File: config.mk
export PLATFORM = sky130hd
export DESIGN_NAME = febe_sel
export DESIGN_NICKNAME = d
export VERILOG_FILES = /design/src/rtl/febe_sel_pkg.sv /design/src/rtl/febe_ctl_reg.sv /design/src/rtl/febe_fwd_bit.sv /design/src/rtl/febe_out_stage.sv /design/src/rtl/febe_sel.sv
export SDC_FILE = /design/constraint.sdc
export NUM_CORES = 1
export LEC_CHECK = 0
export CAP_MARGIN = 10
export CORE_AREA = 3 3 40 42
export CTS_BUF_LIST = sky130_fd_sc_hd__clkbuf_16
export DETAILED_ROUTE_END_ITERATION = 10
export DIE_AREA = 0 0 43 45
export DONT_BUFFER_PORTS = 1
export HOLD_SLACK_MARGIN = 0.12
export PLACE_DENSITY_LB_ADDON = 0.2
export REMOVE_ABC_BUFFERS = 1
export SLEW_MARGIN = 20
export SYNTH_ARGS = -nofsm -noshare
export SYNTH_HDL_FRONTEND = slang
export SYNTH_SLANG_ARGS = --single-unit
export TNS_END_PERCENT = 1
File: constraint.sdc
create_clock -name clk -period 1.16 [get_ports clk]
set_input_delay 0.116 -clock clk [delete_from_list [all_inputs] [get_ports clk]]
set_output_delay 0.116 -clock clk [all_outputs]
set_load 0.05 [all_outputs]
File: src/rtl/febe_sel_pkg.sv
package febe_sel_pkg;

  // Control word; bit order matches the write data bus.
  typedef struct packed {
    logic lcl_en;   // [2] local (near-end) source enable
    logic rmt_en;   // [1] remote (forwarded) source enable
    logic run;      // [0] 0 pins the output low
  } febe_ctl_t;

  localparam int unsigned CTL_W = $bits(febe_ctl_t);
  localparam febe_ctl_t   CTL_RESET = '{lcl_en: 1'b1, rmt_en: 1'b1, run: 1'b1};

  // Selection rule for the outgoing bit.
  function automatic logic febe_pick(febe_ctl_t c, logic nebe, logic fwd);
    if (!c.run) return 1'b0;
    if (!c.lcl_en && !c.rmt_en) return 1'b1;
    return (c.lcl_en & nebe) | (c.rmt_en & fwd);
  endfunction

endpackage

File: src/rtl/febe_ctl_reg.sv
module febe_ctl_reg
  import febe_sel_pkg::*;
(
  input  logic                 clk,
  input  logic                 rst_n,
  input  logic                 ctl_we,
  input  logic [CTL_W-1:0]     ctl_wdata,
  output febe_ctl_t            ctl_q
);

  always_ff @(posedge clk) begin
    if (!rst_n)      ctl_q <= CTL_RESET;
    else if (ctl_we) ctl_q <= febe_ctl_t'(ctl_wdata);
  end

  // a write lands in the stored control word one cycle later
  p_ctl_write_r10: assert property (@(posedge clk) disable iff (!rst_n)
    ctl_we |=> (ctl_q == febe_ctl_t'($past(ctl_wdata))));

  // without a write the control word holds
  p_ctl_hold_r10: assert property (@(posedge clk) disable iff (!rst_n)
    !ctl_we |=> $stable(ctl_q));

endmodule

File: src/rtl/febe_fwd_bit.sv
module febe_fwd_bit #(
  parameter logic REST_VAL = 1'b1
) (
  input  logic clk,
  input  logic rst_n,
  input  logic fwd_we,
  input  logic fwd_wdata,
  input  logic sf_strobe,
  output logic fwd_q,
  output logic fwd_consumed
);

  // The bit is used up at a boundary unless a fresh write arrives together.
  assign fwd_consumed = sf_strobe && !fwd_we;

  always_ff @(posedge clk) begin
    if (!rst_n)            fwd_q <= REST_VAL;
    else if (fwd_we)       fwd_q <= fwd_wdata;
    else if (fwd_consumed) fwd_q <= REST_VAL;
  end

  // after a boundary with no write the bit is back at its rest value
  p_fwd_rest_r8: assert property (@(posedge clk) disable iff (!rst_n)
    fwd_consumed |=> (fwd_q == REST_VAL));

  // a write always wins, even against a boundary in the same cycle
  p_fwd_write_r9: assert property (@(posedge clk) disable iff (!rst_n)
    fwd_we |=> (fwd_q == $past(fwd_wdata)));

endmodule

File: src/rtl/febe_out_stage.sv
module febe_out_stage
  import febe_sel_pkg::*;
(
  input  logic      clk,
  input  logic      rst_n,
  input  logic      sf_strobe,
  input  febe_ctl_t ctl,
  input  logic      nebe,
  input  logic      fwd,
  output logic      febe_q
);

  logic febe_next;
  assign febe_next = febe_pick(ctl, nebe, fwd);

  always_ff @(posedge clk) begin
    if (!rst_n)         febe_q <= 1'b1;
    else if (sf_strobe) febe_q <= febe_next;
  end

  // no boundary, no change
  p_hold_r2: assert property (@(posedge clk) disable iff (!rst_n)
    !sf_strobe |=> $stable(febe_q));

  // run control low forces a zero
  p_force_r3: assert property (@(posedge clk) disable iff (!rst_n)
    (sf_strobe && !ctl.run) |=> !febe_q);

  // both sources disabled reports no error
  p_idle_r7: assert property (@(posedge clk) disable iff (!rst_n)
    (sf_strobe && ctl.run && !ctl.lcl_en && !ctl.rmt_en) |=> febe_q);

  // with everything enabled, either source raises the bit
  p_or_r6: assert property (@(posedge clk) disable iff (!rst_n)
    (sf_strobe && ctl.run && ctl.lcl_en && ctl.rmt_en && (nebe || fwd)) |=> febe_q);

endmodule

File: src/rtl/febe_sel.sv
module febe_sel
  import febe_sel_pkg::*;
(
  input  logic             clk,
  input  logic             rst_n,
  input  logic             ctl_we,
  input  logic [CTL_W-1:0] ctl_wdata,
  input  logic             fwd_we,
  input  logic             fwd_wdata,
  input  logic             sf_strobe,
  input  logic             nebe_i,
  output logic             febe_o
);

  febe_ctl_t ctl_cur;
  logic      fwd_cur;
  logic      fwd_consumed;

  febe_ctl_reg u_ctl (
    .clk       (clk),
    .rst_n     (rst_n),
    .ctl_we    (ctl_we),
    .ctl_wdata (ctl_wdata),
    .ctl_q     (ctl_cur)
  );

  febe_fwd_bit #(.REST_VAL(1'b1)) u_fwd (
    .clk          (clk),
    .rst_n        (rst_n),
    .fwd_we       (fwd_we),
    .fwd_wdata    (fwd_wdata),
    .sf_strobe    (sf_strobe),
    .fwd_q        (fwd_cur),
    .fwd_consumed (fwd_consumed)
  );

  febe_out_stage u_out (
    .clk       (clk),
    .rst_n     (rst_n),
    .sf_strobe (sf_strobe),
    .ctl       (ctl_cur),
    .nebe      (nebe_i),
    .fwd       (fwd_cur),
    .febe_q    (febe_o)
  );

  // reset state of stored controls and output
  p_reset_r1: assert property (@(posedge clk)
    !rst_n |=> (febe_o && fwd_cur && (ctl_cur == CTL_RESET)));

  // a consumed zero never survives into the next superframe
  p_oneshot_r8: assert property (@(posedge clk) disable iff (!rst_n)
    (fwd_consumed && !fwd_cur) |=> fwd_cur);

endmodule

==> run summary, run 1 <==
Kind of cell with the highest combined delay on the critical path: buffers and inverters. Post-CTS timing repair inserted 0 buffers for setup. Traced cell by cell, the critical path runs through dlygate4sd3_1 > nand2_1 > a21oi_2 > a22oi_2. The run gives 0 as the count of nets left with antenna violations after detail routing.

The worst setup path is launched from an input port. Counting instances, the worst hold path has a depth of 2. The logs give 6.661% for the total track usage and 49.69% for the part of the Yosys area used for sequential elements. The yosys synthesis warning count came out at 0. The tree is rooted in a sky130_fd_sc_hd__clkbuf_16.

Final setup violation count: 0. The cell type with the highest aggregate area in the netlist is sky130_fd_sc_hd__dfxtp_1. Data on the critical path arrives at its endpoint at 1.04 ns.

The highest clock rate is 1074 MHz. The count of cell types in the netlist is 10, and the share of cells above drive strength 1 is 17.65%. The critical path is of the in -> reg type. The tools report the worst flop-to-flop path startpoint as u_ctl.ctl_q[2]$_SDFFE_PN1P_. The tools report the number of H-tree branching levels as 1. The run gives 11 as the I/O pin total. Once placement completed, the tool counted placed cells totaling 36. The region available for standard cell placement spans 0.001285 mm2. The ratio of total power to cell area came out at 2049 mW/mm2. The buffering stage count on the worst path with inverters included works out to 1.

The run finished with clean final reports. Once the floorplan was initialized, standard cells occupied 15.68% of the core. For this run, the slowest stage of the critical path takes 0.66 ns. In this run the most critical hold path is launched from fwd_we. Post-detailed-route DRC marker count: 0. Type of element capturing the critical path: a register. For the worst setup path, the data required time is 1.26 ns.

For the wire length of the first global-routing pass, the log shows 786 um. Area added between synthesis and finish: 96.89%. The total iterations of the first detailed-routing run came out at 1.

Clock insertion delay at the later pin of the skew report: 0.23 ns. The worst path needs 0.9313 ns of the cycle, external delays included. The die is 45 um tall. Number of global-route vias before repair: 193. The logs give 101.3 um2 for the total area of multi-input combinational cells and 0 for the number of instances resized during post-cts repair. Yosys attributes the largest share of cell area to sky130_fd_sc_hd__dfxtp_1 (50%), sky130_fd_sc_hd__mux2i_1 (20%), sky130_fd_sc_hd__nand2_1 (7.5%).

The standby leakage power came out at 0.1662 nW. The synthesized netlist cell count is 20, and the final critical-path share of the clock period is 80.28%. TritonCTS built the clock tree. For this run the aggregate overflow at the end of global routing stands at 0.

The design draws 0.8126 mW. The total negative setup slack was 0 ns; the detailed-route vias per instance was 3.959. The congestion estimate from routability-driven global placement came to 0.5342. The library cells used most frequently in the layout, excluding fill and tap cells, are sky130_fd_sc_hd__dlygate4sd3_1 (9), sky130_fd_sc_hd__dfxtp_1 (5), sky130_fd_sc_hd__mux2i_1 (4), sky130_fd_sc_hd__nand2_1 (4), sky130_fd_sc_hd__clkbuf_16 (3). For this run, the post-layout net count is 45.

The worst-margin pin slew came out at 0.2255 ns. The post-synthesis sequential element count works out to 5. The maximum number of buffers from clock root to sink came out at 2. The tools report the initial antenna violation count as 0. The slowest stage of the critical path is the sky130_fd_sc_hd__dlygate4sd3_1 cell. The setup check on the worst reg-to-reg path leaves a slack of 0.41 ns. Setup repair after global routing left no endpoint under its margin.

Entering global routing, the biggest net connects 7 pins. In this run, post-CTS hold repair placed 9 buffers. For this block, the routed nets add up to 492 um of wire. Of the post-synthesis cell area, the dominant cell type holds 49.69%. Area enclosed by the die boundary: 0.001935 mm2. VDD sags by at most 635.3 uV.

For the count of inserted antenna diode cells, the log shows 0. Headroom to the max-slew limit came out at 84.92%. In this run the critical register-to-register path is captured at u_out.febe_q$_SDFFE_PN1P_. The total number of vias was 194; the number of buffers created by CTS was 3.

Summing all placed instances gives a cell area of 227.7 um2. The summed instance area of the synthesized netlist is 201.4 um2. The path class of the tightest hold or removal check is in -> reg.

The post-layout instance area came out at 396.6 um2. The count of non-filler cells in the finished layout was 49; the number of max-cap violations was 0. Number of rows created at floorplan: 13. Registers take 100.1 um2. In the final routed layout, each cell accounts on average for 10.04 um.

For the number of endpoints with negative hold slack in the final report, the log shows 0. The max-slew violation count was 0; the maximum fanout count along the critical path was 6. The DRC marker count from the first detailed-route iteration is 0, and the horizontal die dimension is 43 um. Mean area per synthesized cell: 10.07 um2.

The number of cells on the worst reg-to-reg path was 3. On the final layout, the worst clock skew is 0.002452 ns. Destination of the worst hold path: u_fwd.fwd_q$_SDFFE_PN1P_.

After clock tree synthesis, the clock-pin slew on the worst setup and hold paths is 0.03 ns. The number of clock sinks was 5. Commonest non-fill, non-tap cell in the layout: sky130_fd_sc_hd__dlygate4sd3_1. Buffers placed on the I/O ports in this run total 0.

The number of fill cells came out at 133.
==> worst reg2reg max path: stages, from the launching register on <==
cell	delay, ns
sky130_fd_sc_hd__dfxtp_1	0.36
sky130_fd_sc_hd__nor2_1	0.06
sky130_fd_sc_hd__a21oi_1	0.14
sky130_fd_sc_hd__a22oi_2	0.06
==> power breakdown <==
group	internal, mW	leakage, nW	switching [mW]
Clock	0.446	0.0423	0.111
Combinational	0.0373	0.0826	0.0276
Sequential	0.184	0.0414	0.00674
Total	0.667	0.166	0.145
==> worst max path at each step <==
stage,slack [ns],from,cells past startpoint,end
global placement,0.43,u_ctl.ctl_q[2]$_SDFFE_PN1P_,3,u_out.febe_q$_SDFFE_PN1P_
CTS,0.22,rst_n,4,u_out.febe_q$_SDFFE_PN1P_
floorplan,0.15,u_out.febe_q$_SDFFE_PN1P_,2,u_out.febe_q$_SDFFE_PN1P_
detailed placement,0.41,u_ctl.ctl_q[2]$_SDFFE_PN1P_,3,u_out.febe_q$_SDFFE_PN1P_
finish,0.23,rst_n,4,u_out.febe_q$_SDFFE_PN1P_
global route,0.17,ctl_we,3,u_ctl.ctl_q[2]$_SDFFE_PN1P_
==> layer usage <==
layer  global-route usage, %  up-vias  part of all wire (%)
li1                        -       98                     -
met1                   5.060       86                    31
met2                   10.48        7                    54
met3                   5.976        3                    11
met4                   5.422        0                   3.0
met5                       0        -                     0
==> per-stage QoR <==
step           hold WS (ns)  setup slack (ns)  util, %
6_report             0.1420            0.2287    30.87
5_1_grt              0.1423            0.1651    30.87
4_1_cts              0.1491            0.2172    30.87
3_5_place_dp         0.1832            0.4145    17.72
3_3_place_gp         0.1798            0.4289    17.72
2_1_floorplan        0.1779            0.1456        -
==> cell families after synthesis <==
kind of cell | count (synthesis) | share of synthesized area (%)
compound gates | 4 | 15.52
flops | 5 | 49.69
mux | 4 | 19.88
simple gates | 7 | 14.90
==> synth_stat cells (all sizes together) <==
| library cell | n |
|---|---|
| a21oi | 2 |
| mux2i | 4 |
| nor2b | 1 |
| nor3 | 1 |
| nor2 | 1 |
| nand2 | 4 |
| dfxtp | 5 |
| a22oi | 1 |
| o21ai | 1 |
==> final cells by class <==
| cell class | instances | share of cell area [%] |
|---|---|---|
| clock buffer | 3 | 18.93 |
| clock inverter | 1 | 0.9464 |
| multi-input combinational | 15 | 25.55 |
| sequential | 5 | 25.24 |
| tap | 15 | 4.732 |
| timing repair buffer | 10 | 24.61 |
==> sequential cells by signal, summed over array words and instances, names as in the netlist <==
signal and cells:
u_ctl.ctl_q 3, u_fwd.fwd_q 1, u_out.febe_q 1
(Power assumes the default switching activity.)
==> inputs of run 2 (changes only) <==
- clock period: 1.16 -> 0.8 ns (I/O delays scaled with it)
==> run 2 against run 1 <==
The flow now finishes with violations (hold timing). Cell count shrank 18%. Clock power rose by 45%. Utilization down 6.6 points. Register-to-register slack worse by 0.35 ns. Design area down 21%. Clock skew decreased by 0.0021 ns. Global-route usage fell by 1.2 points. Worst hold slack worse by 0.23 ns. Die area did not move. Combinational power decreased by 18%. Critical path depth fell by 3. Largest cell class is now flip-flops and latches. Largest power group unchanged.
==> run summary, run 2 (synthesis results as in run 1) <==
The run gives 0.001935 mm2 (unchanged) as the area enclosed by the die boundary. The number of port buffers came out at 0 (unchanged). The share of cells above drive strength 1 works out to 28.00% (+10 points). The run gives 0.70 ns (-0.34 ns) as the data arrival time of the worst path. The logs give 1.135 mW (+40%) for the power consumption and 15.68% (unchanged) for the initial standard-cell utilization of the core.

The checks that failed: hold timing. Number of flip-flops under the largest register name: 3 (unchanged). Ranked by flip-flop count, first place goes to u_ctl.ctl_q. The maximum fanout count along the critical path is 2 (-4). The top cell types in the final layout, fill and taps aside, are sky130_fd_sc_hd__mux2i_1 (4), sky130_fd_sc_hd__nand2_1 (4), sky130_fd_sc_hd__dfxtp_1 (4).

The DRC marker count from the first detailed-route iteration came out at 1 (+1). The post-route worst setup slack was 0.02357 ns (-0.2051 ns); the wire length of the first global-routing pass was 648 um (-18%). For the number of fill cells, the log shows 145 (+9.0%).

The cell sitting at the root of the clock tree is a sky130_fd_sc_hd__clkbuf_16. The worst setup path is launched from a register. The logs give 0.5979 (+12%) for the final RePlAce weighted congestion and 149 (-23%) for the total number of vias.

Core area: 0.001285 mm2 (unchanged). The signal on the critical path passes through buf_6. The number of global-route vias before repair is 154 (-20%). The tools report the final core area utilization as 24.25% (-6.6 points). Derived from the worst setup path, the maximum achievable clock frequency is 1288 MHz. The standby leakage power came out at 0.1299 nW (-22%). The number of gates on the worst path with buffers counted is 1 (-3), and the post-CTS clock slew at the launch and capture registers of the worst setup and hold paths is 0.03 ns (about the same). Compared with the post-synthesis result, the final layout area differs by 54.66%.

The die outline height was 45 um (unchanged). The total track usage is 5.500% (-1.2 points), and the number of clock sinks is 5 (unchanged). Setup repair after global routing left no endpoint under its margin. Dividing the final minimum period by the clock period gives 97.05%. The logs give 0 (unchanged) for the total global routing overflow and 89.60% (+4.7 points) for the worst max-slew margin expressed relative to the limit. The worst setup slack for register-to-register paths was 0.06 ns (-0.35 ns); the number of H-tree branching levels was 1 (unchanged). The horizontal die dimension was 43 um (unchanged); the buffering stage count on the worst path with inverters included was 1 (unchanged). The run gives 13 (unchanged) as the number of rows created at floorplan. The flow ran to the end, but the final reports show violations. The critical path starts at u_out.febe_q$_SDFFE_PN1P_. The count of inserted antenna diode cells is 0 (unchanged), and the total placed cells including tap cells is 36 (unchanged).

The per-cell routed wire length works out to 11.30 um (+13%). The number of buffers created by CTS is 3 (unchanged), and the largest net degree at the start of global routing is 7 (unchanged). The final setup violation count is 0 (unchanged).

The run gives 5 (+5) as the number of endpoints with negative hold slack in the final report. The worst hold path belongs to the class in -> reg. Worst flop-to-flop path startpoint: u_ctl.ctl_q[2]$_SDFFE_PN1P_. The max-slew violation count was 0 (unchanged). The number of cells on the worst reg-to-reg path is 3 (unchanged), and the worst voltage drop across the vdd grid is 827.9 uV (+30%). The detailed-route vias per instance is 3.725 (-5.9%). The final hold slack came out at -0.08376 ns (-0.2257 ns). The run gives 0.0003595 ns (-0.002092 ns) as the worst-case clock skew. For the worst setup timing slack at the placement stage, the log shows 0.06131 ns (-0.3532 ns).

The clock insertion delay at the later pin of the skew report was 0.23 ns (about the same); the count of non-filler cells in the finished layout was 40 (-18%). The highest cell delay on the worst timing path is 0.32 ns (-0.34 ns). Post-detailed-route DRC marker count: 0 (unchanged).

STA classifies the critical path endpoint as a primary output. The run gives 0 ns (unchanged) as the total negative setup slack. The ratio of total power to cell area was 3642 mW/mm2 (+78%). Total wire length: 452 um (-8.1%). For the required time at the endpoint of the critical path, the log shows 0.72 ns (-0.54 ns).

The largest registers in the layout are u_ctl.ctl_q: 3 flops, u_fwd.fwd_q: 1 flops, u_out.febe_q: 1 flops. The worst-margin pin slew is 0.1516 ns (-0.07386 ns), and the area after detailed placement is 227.7 um2 (unchanged). The net total in the final layout was 36 (-20%). The critical path in this run is classified as reg -> out. The post-layout instance area came out at 311.5 um2 (-21%). The capture point of the worst path is febe_o. Standard cell with the maximum stage delay on the critical path: sky130_fd_sc_hd__dfxtp_2. The logs give 101.3 um2 (unchanged) for the total area of multi-input combinational cells and 11 (unchanged) for the I/O pin total. The tools report the number of max-cap violations as 0 (unchanged). The tools report the total iterations of the first detailed-routing run as 2 (+1). The count of nets left with antenna violations after detail routing came out at 0 (unchanged). Sequential standard cell area: 101.3 um2 (+1.2%).

The tools report the maximum number of buffers from clock root to sink as 2 (unchanged). The setup fix buffers added after clock tree synthesis came out at 0 (unchanged). Kind of cell with the highest combined delay on the critical path: flip-flops. The capturing point of the worst reg2reg path is u_out.febe_q$_SDFFE_PN1P_. TritonCTS built the clock tree. The worst path needs 0.7764 ns of the cycle, external delays included. The tools report the initial antenna violation count as 0 (unchanged).
==> run 2: how the worst min path moves through the flow <==
| stage | start | endpoint | slack (ns) | cells past startpoint |
|---|---|---|---|---|
| 2_1_floorplan | rst_n | u_ctl.ctl_q[0]$_SDFFE_PN1P_ | 0.14 | 1 |
| 6_report | rst_n | u_ctl.ctl_q[1]$_SDFFE_PN1P_ | -0.08 | 1 |
| 3_5_place_dp | rst_n | u_ctl.ctl_q[1]$_SDFFE_PN1P_ | 0.15 | 1 |
| 4_1_cts | rst_n | u_ctl.ctl_q[1]$_SDFFE_PN1P_ | -0.08 | 1 |
| 5_1_grt | rst_n | u_ctl.ctl_q[0]$_SDFFE_PN1P_ | -0.08 | 1 |
| 3_3_place_gp | rst_n | u_ctl.ctl_q[0]$_SDFFE_PN1P_ | 0.14 | 1 |
==> run 2: cell type report <==
class	instances	share of cell area, %
sequential	5	32.53
multi-input combinational	15	32.53
clock buffer	3	24.10
tap	15	6.024
timing repair buffer	1	3.614
clock inverter	1	1.205
==> run 2: report_power, final <==
part           internal (mW)  switching [mW]
clock network          0.647           0.159
registers              0.267         0.00935
logic                 0.0275          0.0255
total                  0.941           0.193
==> run 2: what timing repair did <==
item / 4_1_cts / 5_1_grt
endpoints found under the hold margin: 5 / 5
resized for setup: 1 / 1
setup endpoints to repair: 1 / 1
pin swaps: 0 / 0
cloned: 0 / 0
==> run 2: layer usage <==
metal	GRT usage, %	routed length, um
met1	3.623	149
met2	7.784	231
met3	3.984	45
met4	9.036	26
met5	0	0
